<file path="config.mk">
export PLATFORM = sky130hd
export DESIGN_NAME = cfg_enum_seq
export DESIGN_NICKNAME = d
export VERILOG_FILES = /design/src/rtl/cfg_enum_pkg.sv /design/src/rtl/cfg_bar_calc.sv /design/src/rtl/cfg_result_ram.sv /design/src/rtl/cfg_enum_seq.sv
export SDC_FILE = /design/constraint.sdc
export NUM_CORES = 2
export LEC_CHECK = 0
export BUFFER_PORTS_ARGS = -buffer_cell sky130_fd_sc_hd__clkbuf_2
export CORE_MARGIN = 8
export CORE_UTILIZATION = 56
export DETAILED_ROUTE_END_ITERATION = 8
export GPL_TIMING_DRIVEN = 0
export PLACE_DENSITY = 0.75
export RECOVER_POWER = 100
export SYNTH_ARGS = -nofsm -noshare
export SYNTH_HDL_FRONTEND = slang
export SYNTH_SLANG_ARGS = --single-unit
</file>
<file path="constraint.sdc">
create_clock -name clk -period 4.6 [get_ports clk]
set_input_delay 0.92 -clock clk [delete_from_list [all_inputs] [get_ports clk]]
set_output_delay 0.92 -clock clk [all_outputs]
set_load 0.01 [all_outputs]
</file>
<file path="src/rtl/cfg_enum_pkg.sv">
package cfg_enum_pkg;
  typedef enum logic [3:0] {
    S_IDLE, S_CLR, S_PROBE_A, S_PROBE_R,
    S_BAR_A, S_BAR_W, S_BAR_R, S_BAR_ST, S_NEXT
  } seq_state_t;

  localparam int DATA_W    = 32;
  localparam int DEV_LSB   = 11;
  localparam logic [7:0] OFS_ID   = 8'h00;
  localparam logic [7:0] OFS_BAR0 = 8'h10;
  localparam logic [7:0] OFS_BAR1 = 8'h14;
endpackage

</file>
<file path="src/rtl/cfg_bar_calc.sv">
module cfg_bar_calc #(
  parameter int W = 32
) (
  input  logic [W-1:0] readback,
  output logic [W-1:0] size,
  output logic         is_io
);
  logic [W-1:0] masked;
  always_comb begin
    is_io  = readback[0];
    masked = readback;
    if (is_io) masked[1:0] = 2'b00;
    else       masked[3:0] = 4'b0000;
    size   = ~masked + {{(W-1){1'b0}}, 1'b1};
  end
endmodule

</file>
<file path="src/rtl/cfg_result_ram.sv">
module cfg_result_ram #(
  parameter int DEPTH = 40,
  parameter int W     = 33,
  localparam int AW   = $clog2(DEPTH)
) (
  input  logic          clk,
  input  logic          wr_en,
  input  logic [AW-1:0] wr_addr,
  input  logic [W-1:0]  wr_data,
  input  logic [AW-1:0] rd_addr,
  output logic [W-1:0]  rd_data
);
  logic [W-1:0] mem [DEPTH];
  always_ff @(posedge clk) begin
    if (wr_en) mem[wr_addr] <= wr_data;
    rd_data <= mem[rd_addr];
  end
endmodule

</file>
<file path="src/rtl/cfg_enum_seq.sv">
module cfg_enum_seq
  import cfg_enum_pkg::*;
#(
  parameter int NUM_SLOTS = 20,
  localparam int DEV_W    = $clog2(NUM_SLOTS),
  localparam int RAM_D    = 2 ** (DEV_W + 1)
) (
  input  logic                 clk,
  input  logic                 rst,
  input  logic                 start,
  output logic                 busy,
  output logic                 done,
  output logic [NUM_SLOTS-1:0] present,
  output logic                 acc_req,
  output logic                 acc_we,
  output logic                 acc_sel,
  output logic [DATA_W-1:0]    acc_wdata,
  input  logic                 acc_ack,
  input  logic [DATA_W-1:0]    acc_rdata,
  input  logic [DEV_W-1:0]     res_slot,
  input  logic                 res_bar,
  output logic [DATA_W-1:0]    res_size,
  output logic                 res_io
);
  localparam logic [DEV_W-1:0] LAST = DEV_W'(NUM_SLOTS - 1);
  localparam logic [DATA_W-1:0] ONES = '1;

  seq_state_t        state;
  logic [DEV_W-1:0]  dev;
  logic              bar;
  logic [DATA_W-1:0] rb_q;

  logic              plan_we, plan_sel, is_acc;
  logic [DATA_W-1:0] plan_wd, addr_word;

  always_comb begin
    addr_word = '0;
    addr_word[DEV_LSB +: DEV_W] = dev;
    if (state == S_PROBE_A) addr_word[7:0] = OFS_ID;
    else                    addr_word[7:0] = bar ? OFS_BAR1 : OFS_BAR0;
  end

  always_comb begin
    is_acc   = 1'b1;
    plan_we  = 1'b1;
    plan_sel = 1'b0;
    plan_wd  = '0;
    case (state)
      S_CLR:     plan_wd = '0;
      S_PROBE_A: plan_wd = addr_word;
      S_BAR_A:   plan_wd = addr_word;
      S_BAR_W:   begin plan_sel = 1'b1; plan_wd = ONES; end
      S_PROBE_R, S_BAR_R: begin plan_sel = 1'b1; plan_we = 1'b0; end
      default:   is_acc = 1'b0;
    endcase
  end

  logic [DATA_W-1:0] calc_size;
  logic              calc_io;
  cfg_bar_calc #(.W(DATA_W)) calc_i (
    .readback(rb_q), .size(calc_size), .is_io(calc_io)
  );

  logic [DATA_W:0] rd_word;
  cfg_result_ram #(.DEPTH(RAM_D), .W(DATA_W + 1)) ram_i (
    .clk(clk),
    .wr_en(state == S_BAR_ST),
    .wr_addr({dev, bar}),
    .wr_data({calc_io, calc_size}),
    .rd_addr({res_slot, res_bar}),
    .rd_data(rd_word)
  );
  assign res_size = rd_word[DATA_W-1:0];
  assign res_io   = rd_word[DATA_W];

  always_ff @(posedge clk) begin
    if (rst) begin
      state     <= S_IDLE;
      dev       <= '0;
      bar       <= 1'b0;
      rb_q      <= '0;
      present   <= '0;
      busy      <= 1'b0;
      done      <= 1'b0;
      acc_req   <= 1'b0;
      acc_we    <= 1'b0;
      acc_sel   <= 1'b0;
      acc_wdata <= '0;
    end else begin
      done <= 1'b0;
      if (is_acc) begin
        if (!acc_req) begin
          acc_req   <= 1'b1;
          acc_we    <= plan_we;
          acc_sel   <= plan_sel;
          acc_wdata <= plan_wd;
        end else if (acc_ack) begin
          acc_req <= 1'b0;
          case (state)
            S_CLR:     state <= S_PROBE_A;
            S_PROBE_A: state <= S_PROBE_R;
            S_PROBE_R: begin
              if (acc_rdata != ONES) begin
                present[dev] <= 1'b1;
                bar   <= 1'b0;
                state <= S_BAR_A;
              end else begin
                state <= S_NEXT;
              end
            end
            S_BAR_A:   state <= S_BAR_W;
            S_BAR_W:   state <= S_BAR_R;
            S_BAR_R:   begin rb_q <= acc_rdata; state <= S_BAR_ST; end
            default:   state <= S_IDLE;
          endcase
        end
      end else begin
        case (state)
          S_IDLE: if (start) begin
            busy    <= 1'b1;
            present <= '0;
            dev     <= '0;
            bar     <= 1'b0;
            state   <= S_CLR;
          end
          S_BAR_ST: begin
            if (!bar) begin bar <= 1'b1; state <= S_BAR_A; end
            else      state <= S_NEXT;
          end
          S_NEXT: begin
            if (dev == LAST) begin
              done  <= 1'b1;
              busy  <= 1'b0;
              state <= S_IDLE;
            end else begin
              dev   <= dev + 1'b1;
              state <= S_PROBE_A;
            end
          end
          default: state <= S_IDLE;
        endcase
      end
    end
  end
endmodule

</file>
==> metrics.md <==
| Metric | Value |
|---|---|
| Io pins | `132` |
| Starting DRT DRC Count | `5,447` |
| Yosys cell types | `65` |
| Slew HR | `-87.5%` |
| Die Y | `395 um` |
| Post-synth top area cell | `edfxtp_1` |
| Synth Warn # | `0` |
| RR Endpoint | `ram_i.mem[43][14]` |
| Vias in the first global route | `42,100` |
| CP Max Fanout | `23` |
| Fin crit share | `94.8%` |
| Clock sinks | `2,089` |
| CTS Buf Count | `200` |
| First-pass GRT wire length | `301 mm` |
| Largest family of logic cells by synthesized area | `multiplexers` |
| Violated checks | `max-capacitance violations, max-slew violations` |
| Largest net degree at the start of global routing | `47` |
| Synth Area in XOR/XNOR | `0.337%` |
| Status | `finished, violations left` |
| Remaining Overflow, GRT | `0` |
| Sequential area share after synthesis | `76.5%` |
| Pint | `30.8 mW` |
| Psw | `8.55 mW` |
| Port Buf Inserts | `125` |
| Dpl cells | `6,006` |
| Setup crit end kind | `flip-flop` |
| CP Class | `reg -> reg` |
| Final Hold Viols | `0` |
| Post-Synth Simple-Gate Area | `2.41%` |
| Vias | `41,700` |
| WHS Path Cells | `3` |
| FF-to-FF path depth | `7` |
| Max-slew violations | `403` |
| #FFs+latches synth | `2,089` |
| VDD IR-drop max | `0.339 mV` |
| EDFF count, synth | `1,984` |
| Final-report setup violation count | `0` |
| Core ar. | `143,000 um^2` |
| Netlist area before placement | `80,600 um^2` |
| Wirelength per Cell | `33.4 um` |
| Clock skew | `44.5 ps` |
| Synthesized instance count | `3,851` |
| Synthesized area per cell | `20.9 um^2` |
| Ys flop type | `edfxtp_1` |
| Root buf cell | `clkbuf_16` |
| Post-synth ARST share | `0%` |
| Mux contribution to synthesized area | `15.9%` |
| Worst-Margin Slew | `2800 ps` |
| Initial antenna violation count | `8` |
| Placed Instance Area | `86,900 um^2` |
| # DRC | `0` |
| Sw frac | `21.7%` |
| Post-layout min period | `4360 ps` |
| Clk pwr share | `41.3%` |
| Share of the synthesized area in the top cell type | `73.9%` |
| Post-CTS Repair Setup Buffers | `0` |
| WL final | `213 mm` |
| Number of vias per cell | `6.54` |
| DP HPWL | `140 mm` |
| Sequential Power Share | `52.9%` |
| Most common cell after layout, fill and taps aside | `edfxtp_1` |
| RSZ-0062 raised after global routing | `false` |
| Peak Freq | `229 MHz` |
| Hold-fix buffers, CTS | `0` |
| Initial core utilization | `56.2%` |
| Die area | `156,000 um^2` |
| Total GRT Usage | `26.8%` |
| Synth top area cells | `edfxtp_1, mux4_2, mux2i_1, dfxtp_1, buf_4` |
| Row count | `139` |
| Final ANT Viol Nets | `0` |
| DR pass1 iterations | `9` |
| Worst Hold Class | `in -> reg` |
| Leak | `30.4 nW` |
| R2r setup slk | `240 ps` |
| Max-Cap Viols | `16` |
| H-Tree Depth | `4` |
| Commonest cells after routing, fill and taps aside | `edfxtp_1, mux4_2, mux2i_1` |
| Startpoint Class | `flip-flop` |
| Layout cells sized above 1 | `24.6%` |
| Cts repair resizes | `0` |
| Pwr Density | `428 nW/um^2` |
| Compound-Gate Fraction of Synth Area | `2.95%` |
| Placer Congestion | `0.870` |
| CTS max path bufs | `3` |
| TritonCTS clock tree | `built` |
| Comb power frac | `5.8%` |
| Layout Nets | `4,352` |
| Req. time, crit path | `5120 ps` |
| Worst Hold Path EP | `rb_q[0]` |
| Design Area, Final | `91,900 um^2` |
| Worst-path clk slew | `70 ps` |
| Reg2reg start | `state[1]` |
| Fin cells | `6,377` |
| Clk_lat worst skew | `840 ps` |
| Adder-Cell Fraction of Synth Area | `0.0776%` |
| Die W | `395 um` |
| Start point of the worst hold path | `acc_rdata[0]` |
| Area Overhead vs Synth | `14.1%` |
| CP Data Arrival Time | `4880 ps` |
==> worst max-delay path, cell delays in order (launching register included) <==
cell and delay [ps]:
dfxtp_1 310, clkbuf_1 300, clkbuf_1 450, nand3_1 170
nor3b_1 730, nand2_1 790, nor2_2 960, buf_12 300
==> per-stage QoR <==
step                      setup WS (ps)  utilization [%]  setup TNS, ps  hold slack, ps  power [mW]
after floorplan                    28.1                -              0             448        22.6
after global placement            -4430             58.3       -6682320             469        23.4
after detailed placement           40.7             60.7              0             469        23.5
after CTS                           550             65.1              0             298        39.4
after global routing                168             64.2              0             314        40.2
final                               237             64.2              0             342        39.3
==> metal layers <==
metal  vias up  track usage, %  routed length, um
met4         4            11.5              11100
li1      16900               -                  -
met2      2601            43.9             103000
met5         -               0                 24
met3       546            7.50              23900
met1     21700            33.9              74800
==> cell families after synthesis <==
family          Yosys count
compound gates          343
flops                  2089
fa+ha+maj                 5
xor+xnor                 31
other cells               1
buf+inv                 248
mux                     716
simple gates            418
==> cell usage after synthesis, types with 27 or more instances <==
cell      number
edfxtp_1    1984
a221oi_1      44
nand2_1      155
mux2i_1      264
buf_2         53
mux4_2       446
buf_4         83
a22o_1        42
clkbuf_1      78
o21ai_1       38
a22oi_1       49
a31oi_1       31
nor2_1       120
a21oi_1       63
dfxtp_1      105
nand2b_1      27
==> flip-flops by register name (all words and copies together) (netlist names) <==
signal and count:
acc_req 1, acc_sel 1, acc_wdata 8, acc_we 1, bar 1, busy 1, dev 5, done 1
present 20, ram_i.mem 1984, ram_i.rd_data 31, rb_q 31, state 4
==> worst max-delay path by stage <==
stage | endpoint | cells past startpoint | startpoint | slack, ps
after floorplan | ram_i.mem[0][16] | 7 | rb_q[0] | 30
after global placement | ram_i.mem[8][13] | 5 | rb_q[0] | -4430
after detailed placement | ram_i.rd_data[22] | 7 | res_slot[4] | 40
after CTS | ram_i.mem[45][7] | 7 | state[1] | 550
after global routing | ram_i.mem[20][10] | 7 | rb_q[0] | 170
final | ram_i.mem[43][14] | 7 | state[1] | 240
==> area by class of cell <==
class                      count  area [um^2]
clock buffer                 252         5360
multi-input combinational   1515        17700
buffer                       242         1420
sequential                  2089        61700
fill                        9227        51400
inverter                       6         22.5
clock inverter               115         1050
tap                         1903         2380
antenna                        4         10.0
timing repair buffer         251         2320
==> power groups by stage <==
stage                     Sequential [mW]  Combinational, mW  Clock, mW
final                                20.8               2.29       16.2
after detailed placement             21.2               2.31          0
after global placement               21.3               2.18          0
after CTS                            20.8               2.33       16.3
after floorplan                      21.3               1.37          0
after global routing                 20.8               2.41       17.0
(Power assumes the default switching activity.)
